<file path="src/rtl/pbm_pkg.sv">
// Package: shared opcode encoding for the pointer-addressed bit manipulator.
// Assumes a 2-bit command opcode field.
package pbm_pkg;
    typedef enum logic [1:0] {
        OP_NOP = 2'b00,
        OP_SET = 2'b01,
        OP_CLR = 2'b10,
        OP_TST = 2'b11
    } bitop_e;
endpackage

</file>
<file path="src/rtl/pbm_ptr_reg.sv">
// Pointer register: holds the bit pointer that later commands use.
// Assumes the load strobe is a single-cycle pulse; reset is synchronous, active-low.
module pbm_ptr_reg #(
    parameter int PTR_W = 4
) (
    input  logic             clk,
    input  logic             rst_n,
    input  logic             ld,
    input  logic [PTR_W-1:0] val,
    output logic [PTR_W-1:0] ptr
);
    // Capture a new pointer on load, and clear it on reset.
    always_ff @(posedge clk) begin
        if (!rst_n)  ptr <= '0;
        else if (ld) ptr <= val;
    end


    ptr_load_chk: assert property (@(posedge clk) disable iff (!rst_n)
        ld |=> ptr == $past(val));
endmodule

</file>
<file path="src/rtl/pbm_sel_decode.sv">
// Select decoder: turns the pointer into a one-hot select over all latches.
// Assumes NBITS <= 2**PTR_W; pointer values that name no latch select nothing.
module pbm_sel_decode #(
    parameter int PTR_W = 4,
    parameter int NBITS = 16
) (
    input  logic [PTR_W-1:0] ptr,
    output logic [NBITS-1:0] sel
);
    for (genvar g = 0; g < NBITS; g++) begin : g_sel
        assign sel[g] = (ptr == PTR_W'(g));
    end


    sel_onehot_chk: assert property (@(ptr) $countones(sel) <= 1);
endmodule

</file>
<file path="src/rtl/pbm_latch_bank.sv">
// Latch bank: one register per port pin; set or clear acts only on the selected pin.
// Assumes sel is one-hot or zero; reset is synchronous, active-low, and drives all pins high.
module pbm_latch_bank #(
    parameter int NBITS = 16
) (
    input  logic             clk,
    input  logic             rst_n,
    input  logic             do_set,
    input  logic             do_clr,
    input  logic [NBITS-1:0] sel,
    output logic [NBITS-1:0] q
);
    for (genvar g = 0; g < NBITS; g++) begin : g_bit
        // Update one pin: force high on reset, then apply set or clear when this pin is selected.
        always_ff @(posedge clk) begin
            if (!rst_n)                q[g] <= 1'b1;
            else if (sel[g] && do_set) q[g] <= 1'b1;
            else if (sel[g] && do_clr) q[g] <= 1'b0;
        end


        set_hit_chk: assert property (@(posedge clk) disable iff (!rst_n)
            (do_set && sel[g]) |=> q[g]);

        clr_hit_chk: assert property (@(posedge clk) disable iff (!rst_n)
            (do_clr && sel[g]) |=> !q[g]);

        other_keep_chk: assert property (@(posedge clk) disable iff (!rst_n)
            !((do_set || do_clr) && sel[g]) |=> $stable(q[g]));
    end
endmodule

</file>
<file path="src/rtl/pbm_test_unit.sv">
// Test unit: samples the selected latch into a flag on a test command.
// Assumes the latch vector is read before the same-edge update; reset is synchronous, active-low.
module pbm_test_unit #(
    parameter int PTR_W = 4,
    parameter int NBITS = 16
) (
    input  logic             clk,
    input  logic             rst_n,
    input  logic             do_tst,
    input  logic [PTR_W-1:0] ptr,
    input  logic [NBITS-1:0] q,
    output logic             flag
);
    logic picked;

    // Pick the latch that the pointer names.
    always_comb begin
        picked = 1'b0;
        for (int i = 0; i < NBITS; i++)
            if (ptr == PTR_W'(i)) picked = q[i];
    end

    // Load the flag on a test, and hold it otherwise.
    always_ff @(posedge clk) begin
        if (!rst_n)      flag <= 1'b0;
        else if (do_tst) flag <= picked;
    end


    flag_hold_chk: assert property (@(posedge clk) disable iff (!rst_n)
        !do_tst |=> $stable(flag));
endmodule

</file>
<file path="src/rtl/ptr_bit_ctl.sv">
// Top: pointer-addressed set/clear/test of port pins.
// Assumes commands and pointer loads are single-cycle strobes. A command in the same cycle
// as a load uses the pointer held before that load. Reset is synchronous, active-low.
module ptr_bit_ctl
    import pbm_pkg::*;
#(
    parameter int PORT_W    = 4,
    parameter int NUM_PORTS = 4,
    localparam int NBITS    = PORT_W * NUM_PORTS,
    localparam int PTR_W    = $clog2(NBITS)
) (
    input  logic             clk,
    input  logic             rst_n,
    input  logic             ptr_ld,
    input  logic [PTR_W-1:0] ptr_val,
    input  logic             cmd_vld,
    input  logic [1:0]       cmd_op,
    output logic [NBITS-1:0] port_q,
    output logic             tst_flag
);
    logic [PTR_W-1:0] ptr;
    logic [NBITS-1:0] sel;
    logic             do_set, do_clr, do_tst;
    bitop_e           op;

    assign op     = bitop_e'(cmd_op);
    assign do_set = cmd_vld && (op == OP_SET);
    assign do_clr = cmd_vld && (op == OP_CLR);
    assign do_tst = cmd_vld && (op == OP_TST);

    pbm_ptr_reg #(.PTR_W(PTR_W)) u_ptr (
        .clk(clk), .rst_n(rst_n), .ld(ptr_ld), .val(ptr_val), .ptr(ptr));

    pbm_sel_decode #(.PTR_W(PTR_W), .NBITS(NBITS)) u_dec (
        .ptr(ptr), .sel(sel));

    pbm_latch_bank #(.NBITS(NBITS)) u_bank (
        .clk(clk), .rst_n(rst_n), .do_set(do_set), .do_clr(do_clr),
        .sel(sel), .q(port_q));

    pbm_test_unit #(.PTR_W(PTR_W), .NBITS(NBITS)) u_tst (
        .clk(clk), .rst_n(rst_n), .do_tst(do_tst), .ptr(ptr),
        .q(port_q), .flag(tst_flag));


    tst_result_chk: assert property (@(posedge clk) disable iff (!rst_n)
        do_tst |=> tst_flag == $past(port_q[ptr]));

    nop_keep_chk: assert property (@(posedge clk) disable iff (!rst_n)
        !(do_set || do_clr) |=> $stable(port_q));
endmodule

</file>
<file path="config.mk">
export PLATFORM = sky130hd
export DESIGN_NAME = ptr_bit_ctl
export DESIGN_NICKNAME = d
export VERILOG_FILES = /design/src/rtl/pbm_pkg.sv /design/src/rtl/pbm_ptr_reg.sv /design/src/rtl/pbm_sel_decode.sv /design/src/rtl/pbm_latch_bank.sv /design/src/rtl/pbm_test_unit.sv /design/src/rtl/ptr_bit_ctl.sv
export SDC_FILE = /design/constraint.sdc
export NUM_CORES = 1
export LEC_CHECK = 0
export CORE_AREA = 3 3 53 55
export CTS_BUF_LIST = sky130_fd_sc_hd__clkbuf_4 sky130_fd_sc_hd__clkbuf_8
export CTS_CLUSTER_DIAMETER = 100
export CTS_CLUSTER_SIZE = 16
export DETAILED_ROUTE_END_ITERATION = 8
export DIE_AREA = 0 0 56 58
export PLACE_DENSITY_LB_ADDON = 0.12
export REMOVE_ABC_BUFFERS = 1
export SLEW_MARGIN = 20
export SYNTH_ARGS = -nofsm -noshare
export SYNTH_HDL_FRONTEND = slang
export SYNTH_HIERARCHICAL = 1
export SYNTH_SLANG_ARGS = --single-unit
</file>
<file path="constraint.sdc">
create_clock -name clk -period 1.65 [get_ports clk]
set_input_delay 0.33 -clock clk [delete_from_list [all_inputs] [get_ports clk]]
set_output_delay 0.33 -clock clk [all_outputs]
set_load 0.01 [all_outputs]
</file>
==> key figures, run 1 <==
GRT
  • Antenna violations before repair: 0
  • GR Util All Layers: 17.49%
  • Remaining Overflow, GRT: 0
  • Largest net degree at the start of global routing: 24
  • First-pass GRT wire length: around 4500 um
  • Number of global-route vias before repair: between 900 and 1k

CTS
  • Clock latency at the later pin of the worst-skew pair: slightly above 300 ps
  • Clk pin slew, worst setup/hold paths: about 130 ps
  • CTS sink cnt: 21
  • Hold Buf Count CTS: 0
  • Clock tree buffer depth: 2
  • Clk root buf: clkbuf_4
  • CTS tree: built
  • H-tree levels: 1
  • Cts bufs inserted: 3

Worst setup path
  • Critical Path Start: u_bank/q[4]$_SDFFE_PP1P_
  • CP startpoint kind: flop
  • R2R setup slack: roughly 130 ps
  • Crit. End Element: output port
  • Reg2Reg Depth: 3
  • Crit Path Class: reg -> out
  • Worst path top cell family by delay: buffers and inverters
  • Critical path arrival: about 1300 ps
  • WP data required: about 1300 ps
  • Instance count on the critical path: 1
  • Max stage delay on crit path: approximately 550 ps
  • Critical path's slowest cell: clkdlybuf4s50_1
  • Critical Path End: port_q[4]
  • Buffers & Inverters on Critical Path: 1
  • Crit Path Max Fanout: 3
  • Worst r2r src: u_ptr/ptr[0]$_SDFFE_PN0P_
  • Worst R2R End: u_tst/flag$_SDFFE_PN0P_
  • Ordered list of cells on the worst path: clkdlybuf4s50_1

Yosys
  • Avg Cell Area, Syn: 10.99 sq um
  • Synth unique cells: 28
  • Post-Synth XOR/XNOR Area: 0%
  • Simple-gate portion of the synthesized area: between 20% and 30%
  • Mux contribution to synthesized area: approximately a tenth
  • Synth area leader: dfxtp_1
  • Compound-Gate Fraction of Synth Area: 16.57%
  • Synth Area in Adders: 0%
  • Synth warnings: 6
  • Largest family of logic cells by synthesized area: simple AND/OR/NAND/NOR gates
  • Post-synthesis sequential area ratio: 34.15%
  • Top post-synthesis cells by area: dfxtp_1 (34%), a221o_1 (8.9%), mux2i_1 (6.5%)
  • Post-synth top area share: 34.15%
  • Synthesized netlist cell count: 112
  • Synth Cell Area: 0.001231 sq mm
  • Flops & latches, synth: 21

Job
  • Max Cap Viol: 0

STA
  • Period utilisation layout: around 96%
  • Final Max Slew Viols: 0
  • Final setup vio count: 0
  • Peak Freq: roughly 630 MHz
  • Slew Limit Headroom: around 75%
  • Unrepaired setup endpoints after global routing: no
  • Worst Setup Slack, final: 72.75 ps
  • Final Hold Viols: 0
  • Final min period: 1577 ps
  • Setup_tns: 0 ps
  • Worst Max-Slew Pin Slew: 382.3 ps
  • Final Skew: ~4.3 ps

Power
  • Psw: ~0.26 mW
  • P_leak: ~0.56 nW
  • Register share of total power: 55.7%
  • Peak VDD IR: approximately 550 uV
  • Power Dens Cells: roughly 630 mW/mm^2
  • Clock power share: 28.8%
  • Comb power frac: between 10% and 20%
  • Internal Power: ~0.71 mW
  • Net Sw Frac: roughly a quarter

Detailed routing
  • Pre-antenna DRT Iters: 4
  • 1st-iter DRT viols: 28
  • Vias/cell: approximately 6.0
  • Via count: 1021
  • Avg WL per Cell: between 15 and 20 um
  • Routed Antenna Nets: 0
  • DRC viols: 0
  • Final WL: ~2800 um

Floorplanning
  • Starting density of the core: 50.62%
  • Core Region: 0.002432 sq mm
  • Die area: between 0.003 and 0.004 sq mm
  • Vert. Die Dim: about 58 um
  • Row count: 18
  • Die X: ~56 um
  • Io pins: 27

Place
  • Placed cell area: about 0.0015 sq mm
  • Post-Place Cells: between 150 and 200
  • Buffers added on ports: 26
  • GP Congestion: 0.7324
  • DPL Wire Length: approximately 1800 um
  • Pre-CTS setup slack: -26.64 ps

Layout
  • Share of cells above drive strength 1: around 28%
  • Filler cells: ~220
  • Post-route cell area: 0.001551 sq mm
  • Antenna diode count: 0
  • Finished Layout Cells: 170
  • Final #Nets: around 150
  • Syn-to-layout area delta: 26.02%
  • Reg area: around 420 sq um
  • Multi-input gate area: ~700 sq um

Min path
  • Worst Hold Class: reg -> reg

Run status
  • Outcome: completed
==> metal layers <==
layer	global-route usage [%]	part of all wire, %	vias up	routed length, um
met5	0	0	-	0
met3	2.450	4.8	4	133
met2	25.71	45	28	1253
met1	26.21	49	494	1373
met4	6.102	1.2	0	34
li1	-	-	495	-
==> what timing repair did <==
action                                  CTS  global route
setup buffers                             0             0
endpoints found under the setup margin    0             8
gates resized for setup                   0             4
==> state kept, by name (all words and copies together) (netlist names) <==
signal,flops
u_tst/flag,1
u_bank/q,16
u_ptr/ptr,4
==> layout by cell type (no fill, tap or decap), types with 3 or more instances in the layout <==
master           instances
clkdlybuf4s50_1         26
dfxtp_1                 18
nand2_1                 15
a221o_1                 11
buf_4                    8
mux2i_1                  8
and4bb_2                 6
a221o_2                  5
nor2b_1                  5
clkbuf_4                 4
nor4b_2                  4
and4b_1                  4
dfxtp_2                  3
nor3_1                   3
==> power groups by stage <==
stage	Sequential [mW]	Combinational [mW]	Clock, mW
CTS	0.539	0.151	0.282
detailed placement	0.551	0.150	0
floorplan	0.558	0.0597	0
global route	0.543	0.162	0.301
finish	0.540	0.151	0.279
global placement	0.550	0.146	0
==> cells by family (layout without fill, tap and decap cells) <==
family | after synthesis | count (layout)
buf+inv | 14 | 42
compound gates | 20 | 20
mux | 10 | 10
flops | 21 | 21
simple gates | 47 | 47
==> area by class of cell <==
cell class | count | share of cell area, %
inverter | 2 | 0.4839
clock buffer | 4 | 1.935
timing repair buffer | 36 | 23.23
multi-input combinational | 77 | 44.60
sequential | 21 | 27.34
tap | 30 | 2.419
==> worst min path at each step <==
stage                        startpoint                        end  slack (ps)  depth (start not counted)
2_1_floorplan                     rst_n  u_ptr/ptr[0]$_SDFFE_PN0P_         460                          1
4_1_cts        u_bank/q[3]$_SDFFE_PP1P_   u_bank/q[3]$_SDFFE_PP1P_         530                          1
3_5_place_dp   u_bank/q[3]$_SDFFE_PP1P_   u_bank/q[3]$_SDFFE_PP1P_         490                          1
6_report       u_bank/q[3]$_SDFFE_PP1P_   u_bank/q[3]$_SDFFE_PP1P_         530                          1
3_3_place_gp   u_bank/q[2]$_SDFFE_PP1P_   u_bank/q[2]$_SDFFE_PP1P_         490                          1
5_1_grt        u_bank/q[3]$_SDFFE_PP1P_   u_bank/q[3]$_SDFFE_PP1P_         550                          1
==> synth_stat cells <==
cell / number
and4bb_2: 6
mux2i_1: 8
and3_2: 1
mux4_2: 2
nand2_1: 15
a221o_2: 5
dfxtp_1: 21
nor2b_1: 5
o311ai_0: 1
buf_2: 2
and3b_1: 2
o41ai_2: 1
buf_6: 5
nor3b_1: 2
buf_4: 4
nor3_1: 3
nor4b_2: 4
o31ai_1: 1
nand2_2: 1
and4_1: 1
a221o_1: 11
inv_1: 2
nand3_1: 1
nor4_2: 1
nor3b_2: 1
and4b_1: 4
o21ai_0: 1
buf_8: 1
==> per-stage QoR <==
stage	power [mW]	utilization [%]	hold WS, ps
2_1_floorplan	0.6177	-	458.2
3_3_place_gp	0.6964	62.40	492.6
3_5_place_dp	0.7006	62.40	493.2
4_1_cts	0.9727	63.63	532.3
5_1_grt	1.006	63.79	548.2
6_report	0.9702	63.79	529.3
No activity file was read; power rests on OpenSTA's default activity.
==> run 2: changes to the inputs <==
--- a/config.mk
+++ b/config.mk
@@ -5,12 +5,14 @@
 export SDC_FILE = /design/constraint.sdc
 export NUM_CORES = 1
 export LEC_CHECK = 0
-export CORE_AREA = 3 3 53 55
+export CELL_PAD_IN_SITES_DETAIL_PLACEMENT = 1
+export CELL_PAD_IN_SITES_GLOBAL_PLACEMENT = 1
+export CORE_AREA = 3 3 60 62
 export CTS_BUF_LIST = sky130_fd_sc_hd__clkbuf_4 sky130_fd_sc_hd__clkbuf_8
 export CTS_CLUSTER_DIAMETER = 100
 export CTS_CLUSTER_SIZE = 16
 export DETAILED_ROUTE_END_ITERATION = 8
-export DIE_AREA = 0 0 56 58
+export DIE_AREA = 0 0 63 65
 export PLACE_DENSITY_LB_ADDON = 0.12
 export REMOVE_ABC_BUFFERS = 1
 export SLEW_MARGIN = 20
==> run 2 against run 1 <==
Effect of this change: worst hold slack lost 1.5 ps; sequential power is essentially flat; power shrank 1.0%; non-clock buffer count is the same; final area grew 2.0%; global-route usage shrank 2.4 points; die area grew 26%; sequential cell count is the same; wire length grew 7.2%; clock-buffer cell count is the same; critical path depth is the same; critical path type unchanged; largest cell class unchanged; largest power group unchanged.
==> key figures, run 2 (synthesis results as in run 1) <==
Power
  • Power Total: 0.9602 mW
  • Peak VDD IR: 223.9 uV
  • P_leak: ~0.56 nW
  • Clock power share: 27.7%
  • Register share of total power: ~56%
  • Internal Power: about 0.7 mW
  • Power Dens Cells: approximately 610 mW/mm^2
  • Net Sw Frac: between 20% and 30%
  • Comb power frac: approximately 16%
  • Psw: 0.2455 mW

Min path
  • Hold Startpoint: u_bank/q[11]$_SDFFE_PP1P_
  • WHS Path Cells: 1
  • Hold worst-path end: u_bank/q[11]$_SDFFE_PP1P_
  • Worst Hold Class: reg -> reg

Layout
  • Filler cells: 355
  • Antenna diode count: 0
  • Max FFs per register: 16
  • Leading cell type in the layout, fill and taps excluded: clkdlybuf4s50_1
  • Final #Nets: about 150
  • Reg with most FFs: u_bank/q
  • Syn-to-layout area delta: 28.56%
  • Fin util: approximately half
  • Share of cells above drive strength 1: 28.57%
  • Post-route cell area: roughly 0.0016 sq mm
  • Commonest non-fill, non-tap cells in the layout: clkdlybuf4s50_1 (26), dfxtp_1 (17), nand2_1 (15), a221o_1 (11), mux2i_1 (8)
  • Biggest regs: u_bank/q: 16 flops, u_ptr/ptr: 4 flops, u_tst/flag: 1 flops

Floorplanning
  • Starting density of the core: 40.00%
  • Core Region: roughly 0.003 sq mm
  • Die area: 0.004095 sq mm
  • Die X: between 60 and 70 um
  • Io pins: 27
  • Vert. Die Dim: about 65 um
  • Row count: 20

Detailed routing
  • Avg WL per Cell: approximately 16 um
  • DRC viols: 0
  • 1st-iter DRT viols: 60
  • Final WL: 2996 um
  • Via count: 1008
  • Pre-antenna DRT Iters: 4
  • Vias/cell: roughly 5.5
  • Routed Antenna Nets: 0

GRT
  • Largest net degree at the start of global routing: 24
  • Number of global-route vias before repair: about 1k
  • GR Util All Layers: 15.07%
  • Grt met3 use: 2.426%
  • Remaining Overflow, GRT: 0
  • Global routing's busiest layer: met1
  • M1 GR Usage: 22.59%
  • First-pass GRT wire length: 5009 um
  • Antenna violations before repair: 0
  • M2 GR Usage: between 20% and 30%

CTS
  • CTS tree: built
  • H-tree levels: 1
  • CTS sink cnt: 21
  • Cts bufs inserted: 3
  • Clk root buf: clkbuf_4
  • Clk pin slew, worst setup/hold paths: approximately 130 ps
  • Post-CTS Setup Repair Bufs: 0
  • Clock tree buffer depth: 2
  • Clock latency at the later pin of the worst-skew pair: about 300 ps

Place
  • Placed cell area: around 0.0015 sq mm
  • Buffers added on ports: 26
  • GP Congestion: about 0.70
  • DPL Wire Length: ~2000 um

STA
  • Setup_tns: 0 ps
  • Period utilisation layout: roughly 95%
  • Final Max Slew Viols: 0
  • Peak Freq: 639.8 MHz
  • Unrepaired setup endpoints after global routing: no
  • Slew Limit Headroom: between 70% and 80%
  • Final min period: approximately 1600 ps
  • Final Hold Viols: 0
  • Final setup vio count: 0
  • Final Skew: about 13 ps
  • Worst Max-Slew Pin Slew: 409.2 ps

Worst setup path
  • Worst path top cell family by delay: buffers and inverters
  • Critical path's slowest cell: clkdlybuf4s50_1
  • Worst R2R End: u_tst/flag$_SDFFE_PN0P_
  • Crit Path Class: reg -> out
  • Crit Path Max Fanout: 3
  • Critical path arrival: ~1200 ps
  • Max stage delay on crit path: about 550 ps
  • Crit. End Element: output port
  • R2R setup slack: between 150 and 200 ps
  • WP data required: roughly 1300 ps
  • Reg2Reg Depth: 4
  • Ordered list of cells on the worst path: clkdlybuf4s50_1
  • Buffers & Inverters on Critical Path: 1
  • CP startpoint kind: flop
  • Worst r2r src: u_ptr/ptr[0]$_SDFFE_PN0P_

Run status
  • Outcome: completed

Job
  • Max Cap Viol: 0
## run 2: cell counts in the layout (fill, tap and decap cells not counted)
Identical to the previous run, type by type.
## run 2: area by class of cell
class	count	area, sq um	area share [%]
clock buffers	4	30.03	1.897
inverters	2	7.507	0.4743
multi-input cells	77	691.9	43.72
flip-flops and latches	21	425.4	26.88
well taps	44	55.05	3.478
repair buffers	36	372.9	23.56
## run 2: stage by stage
stage	hold slack, ps	setup WS, ps	cells
floorplan	458.2	-17.88	100
global placement	495.1	-25.20	180
detailed placement	495.3	-62.43	180
CTS	535.3	22.89	184
global route	548.5	8.968	184
finish	527.8	87.01	184
## run 2: how the worst max path moves through the flow
stage | startpoint | endpoint | slack (ps) | cells past startpoint
final | u_bank/q[3]$_SDFFE_PP1P_ | port_q[3] | 90 | 1
after global routing | u_bank/q[13]$_SDFFE_PP1P_ | port_q[13] | 9 | 1
after CTS | u_bank/q[15]$_SDFFE_PP1P_ | port_q[15] | 20 | 1
after detailed placement | cmd_op[0] | u_bank/q[0]$_SDFFE_PP1P_ | -60 | 5
after global placement | cmd_op[1] | u_bank/q[12]$_SDFFE_PP1P_ | -30 | 4
after floorplan | u_ptr/ptr[0]$_SDFFE_PN0P_ | u_tst/flag$_SDFFE_PN0P_ | -20 | 3
## run 2: what timing repair did
action / in CTS / in global routing
hold buffers: 0 / 0
endpoints found under the setup margin: 1 / 4
gates resized for setup: 1 / 3
## run 2: power by group through the flow
stage | clock network [mW] | registers [mW] | logic, mW
floorplan | 0 | 0.558 | 0.0597
global placement | 0 | 0.550 | 0.151
detailed placement | 0 | 0.551 | 0.154
CTS | 0.285 | 0.539 | 0.155
global route | 0.311 | 0.543 | 0.166
finish | 0.266 | 0.540 | 0.154
## run 2: per-layer routing
layer	share of wire (%)	vias to the layer above	wire length, um
met1	53	494	1589
met2	44	20	1317
met5	0	-	0
li1	-	492	-
met3	2.4	2	73
met4	0.47	0	14
==> run 3: changes to the inputs <==
--- a/config.mk
+++ b/config.mk
@@ -7,12 +7,12 @@
 export LEC_CHECK = 0
 export CELL_PAD_IN_SITES_DETAIL_PLACEMENT = 1
 export CELL_PAD_IN_SITES_GLOBAL_PLACEMENT = 1
-export CORE_AREA = 3 3 60 62
+export CORE_AREA = 3 3 58 60
 export CTS_BUF_LIST = sky130_fd_sc_hd__clkbuf_4 sky130_fd_sc_hd__clkbuf_8
 export CTS_CLUSTER_DIAMETER = 100
 export CTS_CLUSTER_SIZE = 16
 export DETAILED_ROUTE_END_ITERATION = 8
-export DIE_AREA = 0 0 63 65
+export DIE_AREA = 0 0 61 63
 export PLACE_DENSITY_LB_ADDON = 0.12
 export REMOVE_ABC_BUFFERS = 1
 export SLEW_MARGIN = 20
==> constraint.sdc (replaced) <==
create_clock -name clk -period 1.9 [get_ports clk]
set_input_delay 0.38 -clock clk [delete_from_list [all_inputs] [get_ports clk]]
set_output_delay 0.38 -clock clk [all_outputs]
set_load 0.01 [all_outputs]
==> run 3 against run 2 <==
Effect of this change: clock skew shrank 9.8 ps; register-to-register slack is essentially flat; final cell count shrank 9.2%; power shrank 15%; wire length grew 5.8%; global-route usage grew 2.5 points; final area shrank 6.2%; combinational power shrank 31%; clock-buffer cell count is the same; clock power shrank 13%; via count grew 0.89%.
==> key figures, run 3 (synthesis results as in run 1) <==
Run status
  • Outcome: completed

GRT
  • Number of global-route vias before repair: ~1.0k
  • Remaining Overflow, GRT: 0
  • Antenna violations before repair: 0
  • First-pass GRT wire length: about 5200 um
  • GR Util All Layers: between 10% and 20%
  • Largest net degree at the start of global routing: 24

Worst setup path
  • Crit. End Element: flop
  • Critical Path Start: u_ptr/ptr[3]$_SDFFE_PN0P_
  • Crit Path Class: reg -> reg
  • Crit Path Max Fanout: 21
  • Worst r2r src: u_ptr/ptr[3]$_SDFFE_PN0P_
  • WP data required: ~2100 ps
  • Critical path arrival: 1940 ps
  • CP startpoint kind: flop

Layout
  • Reg area: about 420 sq um
  • Syn-to-layout area delta: 20.53%
  • Reg with most FFs: u_bank/q
  • Leading cell type in the layout, fill and taps excluded: clkdlybuf4s50_1
  • Antenna diode count: 0
  • Final #Nets: ~150
  • Commonest non-fill, non-tap cells in the layout: clkdlybuf4s50_1 (26), dfxtp_1 (19), nand2_1 (15), a221o_1 (11), mux2i_1 (8)
  • Filler cells: 334
  • Max FFs per register: 16
  • Multi-input gate area: ~690 sq um
  • Biggest regs: u_bank/q: 16 flops, u_ptr/ptr: 4 flops, u_tst/flag: 1 flops
  • Share of cells above drive strength 1: 23.88%

Detailed routing
  • Final WL: 3169 um
  • 1st-iter DRT viols: 32
  • Vias/cell: 6.090
  • Avg WL per Cell: between 15 and 20 um
  • Pre-antenna DRT Iters: 4
  • DRC viols: 0
  • Via count: 1017
  • Routed Antenna Nets: 0

Floorplanning
  • Core Region: slightly below 0.003 sq mm
  • Die X: 61 um
  • Io pins: 27
  • Starting density of the core: approximately 41%
  • Vert. Die Dim: ~63 um
  • Die area: 0.003843 sq mm
  • Row count: 20

Power
  • Power Dens Cells: 552.0 mW/mm^2
  • P_leak: between 0.5 and 0.6 nW
  • Power Total: 0.8191 mW
  • Peak VDD IR: between 200 and 250 uV

STA
  • Final Max Slew Viols: 0
  • Unrepaired setup endpoints after global routing: no
  • Final Skew: 2.736 ps
  • Final Hold Viols: 0
  • Slew Limit Headroom: between 40% and 50%
  • Hold slack: roughly 530 ps
  • Final setup vio count: 0
  • Final min period: 1744 ps
  • Period utilisation layout: between 90% and 100%
  • Peak Freq: around 570 MHz
  • Worst Max-Slew Pin Slew: ~790 ps

CTS
  • Cts bufs inserted: 3
  • Clock tree buffer depth: 2
  • Hold Buf Count CTS: 0
  • Clock latency at the later pin of the worst-skew pair: around 300 ps
  • Clk pin slew, worst setup/hold paths: roughly 120 ps
  • CTS tree: built
  • Clk root buf: clkbuf_4
  • H-tree levels: 1
  • CTS sink cnt: 21

Place
  • DPL Wire Length: ~2100 um
  • Buffers added on ports: 26
  • GP Congestion: ~0.66

Job
  • Max Cap Viol: 0

Min path
  • Worst Hold Class: reg -> reg
  • Hold Startpoint: u_bank/q[11]$_SDFFE_PP1P_
==> run 3: cell count changes in the layout (fill, tap and decap cells not counted) <==
cell	change
buf_4	-3
dfxtp_2	-2
dfxtp_1	+2
buf_12	-3
==> run 3: worst paths after layout <==
check	endpoint	slack [ps]	cells after the start
max	u_bank/q[8]$_SDFFE_PP1P_	160	3
min	u_bank/q[11]$_SDFFE_PP1P_	530	1
max reg2reg	u_bank/q[8]$_SDFFE_PP1P_	160	3
min reg2reg	u_bank/q[11]$_SDFFE_PP1P_	530	1
==> run 3: critical path, stage by stage, from the launching register on <==
cell and delay, ps:
dfxtp_1 860, nor4b_2 380, nand2_1 100, a221o_1 300
==> run 3: report_power, final <==
group / switching, mW / internal [mW]
registers: 0.0302 / 0.449
clock network: 0.136 / 0.0960
logic: 0.0467 / 0.0607
total: 0.213 / 0.606
==> run 3: area by class of cell <==
| type | instances | share of cell area, % |
|---|---|---|
| multi-input combinational | 77 | 46.63 |
| sequential | 21 | 28.50 |
| timing repair buffer | 30 | 19.56 |
| tap | 33 | 2.782 |
| clock buffer | 4 | 2.024 |
| inverter | 2 | 0.5059 |
==> run 3: per-layer routing <==
layer / global-route usage [%] / vias to the layer above / share of wire, %
met5: 0 / - / 0
met4: 6.504 / 0 / 0.69
met3: 2.066 / 2 / 2.5
met2: 26.87 / 16 / 49
met1: 24.91 / 516 / 48
li1: - / 483 / -
==> run 3: stage by stage <==
step	cells	cell area [sq um]	TNS [ps]	utilization, %	setup slack [ps]
floorplan	100	1120	0	-	232.1
CTS	167	1481	0	49.75	174.2
global route	167	1484	0	49.83	0.1674
detailed placement	163	1451	-1.652	48.74	-1.652
finish	167	1484	0	49.83	155.7
global placement	163	1451	0	48.74	74.11
==> run 3: timing repair <==
action | in CTS | in global routing
setup buffers | 0 | 0
endpoints found under the setup margin | 0 | 1
resized for setup | 0 | 2
